===== src/rtl/extirq_pkg.sv =====
`timescale 1ns/1ps
package extirq_pkg;
   localparam int REG_W  = 8;
   localparam int B_MODE = 0;
   localparam int B_IE   = 1;
   localparam int B_ACK  = 2;
   localparam int B_FLAG = 3;
   localparam int B_PEN  = 4;
   localparam int B_POL  = 5;
   localparam int B_PDIS = 6;
   localparam int B_RSV  = 7;

   typedef struct packed {
      logic pull_dis;
      logic rise_pol;
      logic pin_en;
      logic irq_en;
      logic lvl_mode;
   } ctrl_t;

   // Active level of a sample under the chosen polarity
   function automatic logic level_active(input logic smp, input logic rise);
      return rise ? smp : ~smp;
   endfunction
endpackage


===== src/rtl/extirq_sync.sv =====
`timescale 1ns/1ps
module extirq_sync #(
   parameter int   STAGES  = 2,
   parameter logic RST_VAL = 1'b0
) (
   input  logic clk,
   input  logic rst_n,
   input  logic d_in,
   output logic q_out
);
   localparam int LAST = STAGES - 1;

   logic [LAST:0] chain;

   generate
      if (STAGES < 2) begin : g_bad_depth
         $error("extirq_sync: STAGES must be at least 2");
      end
   endgenerate

   always_ff @(posedge clk or negedge rst_n) begin
      if (!rst_n) begin
         chain <= {STAGES{RST_VAL}};
      end else begin
         chain <= {chain[LAST-1:0], d_in};
      end
   end

   assign q_out = chain[LAST];
endmodule


===== src/rtl/extirq_event.sv =====
`timescale 1ns/1ps
module extirq_event
   import extirq_pkg::*;
#(
   parameter logic RST_VAL = 1'b0
) (
   input  logic clk,
   input  logic rst_n,
   input  logic smp,
   input  logic pin_en,
   input  logic rise_pol,
   input  logic lvl_mode,
   input  logic ack,
   output logic evt_set,
   output logic flag
);
   logic prev_q;
   logic now_act;
   logic prev_act;
   logic edge_hit;
   logic level_hit;

   always_ff @(posedge clk or negedge rst_n) begin
      if (!rst_n) begin
         prev_q <= RST_VAL;
      end else begin
         prev_q <= smp;
      end
   end

   always_comb begin
      now_act   = level_active(smp, rise_pol);
      prev_act  = level_active(prev_q, rise_pol);
      edge_hit  = pin_en & now_act & ~prev_act;
      level_hit = pin_en & lvl_mode & now_act;
      evt_set   = edge_hit | level_hit;
   end

   // set has priority over acknowledge
   always_ff @(posedge clk or negedge rst_n) begin
      if (!rst_n) begin
         flag <= 1'b0;
      end else if (evt_set) begin
         flag <= 1'b1;
      end else if (ack) begin
         flag <= 1'b0;
      end
   end
endmodule


===== src/rtl/extirq_regs.sv =====
`timescale 1ns/1ps
module extirq_regs
   import extirq_pkg::*;
(
   input  logic             clk,
   input  logic             rst_n,
   input  logic             wr,
   input  logic [REG_W-1:0] wdata,
   input  logic             flag,
   output ctrl_t            ctrl,
   output logic             ack,
   output logic [REG_W-1:0] rdata,
   output logic             pull_up,
   output logic             pull_dn
);
   logic unused_wbits;
   logic pull_on;

   assign unused_wbits = ^{wdata[B_RSV], wdata[B_FLAG]};

   always_ff @(posedge clk or negedge rst_n) begin
      if (!rst_n) begin
         ctrl <= '0;
      end else if (wr) begin
         ctrl.pull_dis <= wdata[B_PDIS];
         ctrl.rise_pol <= wdata[B_POL];
         ctrl.pin_en   <= wdata[B_PEN];
         ctrl.irq_en   <= wdata[B_IE];
         ctrl.lvl_mode <= wdata[B_MODE];
      end
   end

   assign ack = wr & wdata[B_ACK];

   always_comb begin
      rdata         = '0;
      rdata[B_PDIS] = ctrl.pull_dis;
      rdata[B_POL]  = ctrl.rise_pol;
      rdata[B_PEN]  = ctrl.pin_en;
      rdata[B_FLAG] = flag;
      rdata[B_IE]   = ctrl.irq_en;
      rdata[B_MODE] = ctrl.lvl_mode;
   end

   assign pull_on = ctrl.pin_en & ~ctrl.pull_dis;
   assign pull_up = pull_on & ~ctrl.rise_pol;
   assign pull_dn = pull_on & ctrl.rise_pol;
endmodule


===== src/rtl/extirq_detect.sv =====
`timescale 1ns/1ps
module extirq_detect
   import extirq_pkg::*;
#(
   parameter int SYNC_STAGES = 2
) (
   input  logic             clk,
   input  logic             rst_n,
   input  logic             pin_in,
   input  logic             reg_wr,
   input  logic [REG_W-1:0] reg_wdata,
   output logic [REG_W-1:0] reg_rdata,
   output logic             irq_req,
   output logic             pull_up_en,
   output logic             pull_dn_en
);
   localparam logic SMP_RST = 1'b0;

   ctrl_t ctrl;
   logic  smp;
   logic  ack;
   logic  evt_set;
   logic  flag;

   generate
      if (SYNC_STAGES < 2) begin : g_bad_sync
         $error("extirq_detect: SYNC_STAGES must be at least 2");
      end
   endgenerate

   extirq_sync #(
      .STAGES  (SYNC_STAGES),
      .RST_VAL (SMP_RST)
   ) u_sync (
      .clk   (clk),
      .rst_n (rst_n),
      .d_in  (pin_in),
      .q_out (smp)
   );

   extirq_event #(
      .RST_VAL (SMP_RST)
   ) u_event (
      .clk      (clk),
      .rst_n    (rst_n),
      .smp      (smp),
      .pin_en   (ctrl.pin_en),
      .rise_pol (ctrl.rise_pol),
      .lvl_mode (ctrl.lvl_mode),
      .ack      (ack),
      .evt_set  (evt_set),
      .flag     (flag)
   );

   extirq_regs u_regs (
      .clk     (clk),
      .rst_n   (rst_n),
      .wr      (reg_wr),
      .wdata   (reg_wdata),
      .flag    (flag),
      .ctrl    (ctrl),
      .ack     (ack),
      .rdata   (reg_rdata),
      .pull_up (pull_up_en),
      .pull_dn (pull_dn_en)
   );

   assign irq_req = flag & ctrl.irq_en;
endmodule


===== config.mk =====
export PLATFORM = sky130hd
export DESIGN_NAME = extirq_detect
export DESIGN_NICKNAME = d
export VERILOG_FILES = /design/src/rtl/extirq_pkg.sv /design/src/rtl/extirq_sync.sv /design/src/rtl/extirq_event.sv /design/src/rtl/extirq_regs.sv /design/src/rtl/extirq_detect.sv
export SDC_FILE = /design/constraint.sdc
export NUM_CORES = 1
export LEC_CHECK = 0
export CORE_AREA = 2 2 39 41
export CTS_BUF_LIST = sky130_fd_sc_hd__clkbuf_8
export CTS_CLUSTER_DIAMETER = 200
export DETAILED_ROUTE_END_ITERATION = 6
export DIE_AREA = 0 0 41 43
export DONT_BUFFER_PORTS = 1
export PLACE_DENSITY = 0.43
export SLEW_MARGIN = 20
export SYNTH_ARGS = -nofsm -noshare
export SYNTH_HDL_FRONTEND = slang
export SYNTH_HIERARCHICAL = 1
export SYNTH_SLANG_ARGS = --single-unit

===== constraint.sdc =====
create_clock -name clk -period 2.8 [get_ports clk]
set_input_delay 0.28 -clock clk [delete_from_list [all_inputs] [get_ports clk]]
set_output_delay 0.28 -clock clk [all_outputs]
set_load 0.005 [all_outputs]

# After elaboration in Yosys (flattened, before gate mapping)
# Cells that the tools add are included.
dict set report totals {
  reg_bits 9
  latch_bits 0
  mem_bits_rw 0
  romBits 0
  in_bits 12
  out_inout_bits 11
  wordCells 28
  n_memories 0
}
dict set report op_classes {
  add_sub_neg 0
  n_mul 0
  div 0
  order_cmp 0
  n_eq_ne 0
  n_shift 0
  muxes 4
  bitwise_logic 15
  reduce_logical 1
}
# op n
set ops {}
lappend ops {{$and A1 B1 Y1} 9}
lappend ops {{$not A1 Y1} 5}
lappend ops {{$mux W1} 4}
lappend ops {{$reduce_bool A2 Y1} 1}
lappend ops {{$or A1 B1 Y1} 1}

# Longest topological paths before layout
dict set report logic_depth {
  ltp_word 6
  depth_mapped 3
  ltp_nobuf 3
}

# Cells and area by module
# Netlist, hierarchy kept.
# mod instances cells_per_inst area_per_inst_um2 seq_area_each_um2
set by_module_without_submodules {}
lappend by_module_without_submodules {extirq_regs 1 22 269.0 125.1}
lappend by_module_without_submodules {extirq_event 1 9 92.6 50.0}
lappend by_module_without_submodules {extirq_sync 1 2 50.0 50.0}
lappend by_module_without_submodules {extirq_detect 1 1 6.3 0.0}

# Worst setup path before layout
# OpenSTA, ideal clock, no wires.
dict set report synth_path {
  path_type {reg-to-output}
  startpoint {reg, netlist name u_regs/ctrl[3]}
  endpoint {out pull_up_en}
  t_arrival_ns 0.616
  required_ns 2.520
  setup_slack_ns 1.904
  stages_incl_launch_ff 2
  path_buffers 0
  cell_sequence {dfrtp_1 > nor3b_1}
}
dict set report synth_between {
  elab_chain_len 2
}
# item line
set synth_rtl {}
lappend synth_rtl {{$not A1 Y1} extirq_regs.sv:46} ;# assign pull_up = pull_on & ~ctrl.rise_pol;
lappend synth_rtl {{$and A1 B1 Y1} extirq_regs.sv:46}
lappend synth_rtl {{end, declared} extirq_detect.sv:14} ;# output logic pull_up_en,
# Every way passes these cells.

# Final worst setup path
dict set report layout_path {
  startpoint {reg, netlist name u_regs/ctrl[3]}
  endpoint {out pull_up_en}
}
dict set report layout_between {
  elab_chain_len 2
}
# item line
set layout_rtl {}
lappend layout_rtl {{$not A1 Y1} extirq_regs.sv:46}
lappend layout_rtl {{$and A1 B1 Y1} extirq_regs.sv:46}
# Every way passes these cells.

==> flow_summary.toml <==
[outcome]
status = "finished, final reports clean"

[clocking]
clk_pin_slew_ns = 0.04
clkSinkCount = 9
cts.htree.levels = 1
tritoncts = "done"
clock_latency_ns = 0.23
root_buffer = "clkbuf_8"
cts_setup_buffers = 0
clockBufferDepth = 2
cts_made_buffers = 3
cts_resized = 0

[final_layout]
antenna_cells = 0
multiInputGateArea_um2 = 126
syn_to_final_growth_pct = 4.56
mostFrequentLayoutCell = "dfrtp_1"
drive_gt1_share_pct = 29.0
seq_area_um2 = 225
mostFrequentLayoutCells = "9 x dfrtp_1, 5 x mux2_2, 3 x clkbuf_8"
fill_cells = 145
layout.nets = 44

[routing]
ant_nets = 0
first_pass_iters = 3
drc = 0
dr_total_vias = 221
wirelength_um = 645
avgRoutedWirePerCell_um = 13.7
vias_per_cell = 4.70
drt_iter0_drc = 1

[timing]
maxSlewViolCount = 0
post-route-period-util_pct = 43.1
hold_violations = 0
setup_viol = 0
skew_ns = 0.000656
clock.fmax_mhz = 830
whs_ns = 0.0759
timing.final.crit_period_ns = 1.21
rsz0062_at_grt = "no"
tns_ns = 0

[min_path]
hp-class = "in -> reg"

[worst_setup_path]
crit_start = "u_regs/ctrl[3]$_DFFE_PN0P_"
r2r-start = "u_regs/ctrl[0]$_DFFE_PN0P_"
timing.rr.end = "u_event/flag$_DFFE_PN0P_"
cpMaxStageDelayCell = "dfrtp_1"
path_cells = "nor3b_1"
crit_path_max_fanout = 6
r2r_cells = 3
critPathBufInv = 0
startpoint_type = "flop"
critPathKind = "reg -> out"
cp.required_ns = 2.52
end_kind = "primary output"
cp.depth = 1
rrSetupSlack_ns = 1.86
endpoint = "pull_up_en"
arrival_ns = 0.93
critPathTopFamily = "flip-flops"
cpPeakStageDelay_ns = 0.44

[global_route]
grt_first_pass_wirelength_um = 1050
grt_usage_pct = 9.66
gr-total-overflow = 0
grt_max_degree = 10
grt_pass1_vias = 229
antenna_found_initial = 0

[synth]
synth_area_um2 = 412
syn_inst = 33
synth_area_per_cell_um2 = 12.5
yosys_warnings = 6

[job]
maxCapViolations = 0

[pwr]
ir_worst_vdd_v = 0.000263
total_power_mw = 0.325
p_leak_nw = 0.192
power_density_mw_per_mm2 = 755

[floorplanning]
io_pins = 23
die_area_mm2 = 0.00176
initial_utilization_pct = 29.7
dieHeight_um = 43
die-width_um = 41
std_cell_rows = 14
core_area_mm2 = 0.00138

[place]
gp_congestion = 0.645
port_buffers = 0
repair_timing:
action,4_1_cts,5_1_grt
hold endpoints to repair,9,0
setup endpoints to repair,0,0
hold buffers,1,0
how the worst min path moves through the flow:
stage | depth (start not counted) | slack [ns] | endpoint | from
after floorplan | 0 | -0.02 | u_event/flag$_DFFE_PN0P_ | rst_n
final | 0 | 0.08 | u_sync/chain[0]$_DFF_PN0_ | pin_in
after global placement | 0 | -0.02 | u_regs/ctrl[3]$_DFFE_PN0P_ | rst_n
after global routing | 0 | 0.06 | u_sync/chain[0]$_DFF_PN0_ | pin_in
after detailed placement | 0 | -0.02 | u_sync/chain[0]$_DFF_PN0_ | rst_n
after CTS | 0 | 0.07 | u_sync/chain[0]$_DFF_PN0_ | pin_in
registers in the layout (all words and copies together) (netlist names):
| signal | count |
|---|---|
| u_event/prev_q | 1 |
| u_event/flag | 1 |
| u_regs/ctrl | 5 |
| u_sync/chain | 2 |
metrics by stage:
step | utilization, % | setup slack (ns) | instance area (um^2) | cells
after CTS | 31.1 | 1.58 | 430 | 47
after global routing | 31.1 | 1.51 | 430 | 47
after floorplan | - | 1.90 | 415 | 34
final | 31.1 | 1.59 | 430 | 47
after global placement | 27.1 | 1.83 | 375 | 42
after detailed placement | 27.1 | 1.83 | 375 | 42
final cells by class:
cell class                 instances  area share, %
tap                               16           4.65
inverter                           1          0.872
sequential                         9           52.3
multi-input combinational         16           29.4
clock inverter                     1          0.872
timing repair buffer               1           2.33
clock buffer                       3           9.59
power by group:
part	switching [mW]	total (mW)	internal (mW)	leakage (nW)
logic	0.00876	0.0237	0.0150	0.0598
clock network	0.0491	0.144	0.0953	0.0269
registers	0.0136	0.157	0.143	0.105
total	0.0714	0.325	0.253	0.192
per-layer routing:
layer,GRT usage (%),wire [um],vias up
li1,-,-,97
met1,10.1,236,105
met2,12.5,316,17
met3,5.24,76,2
met4,10.0,16,0
met5,0,0,-
No activity file was read; power rests on OpenSTA's default activity.
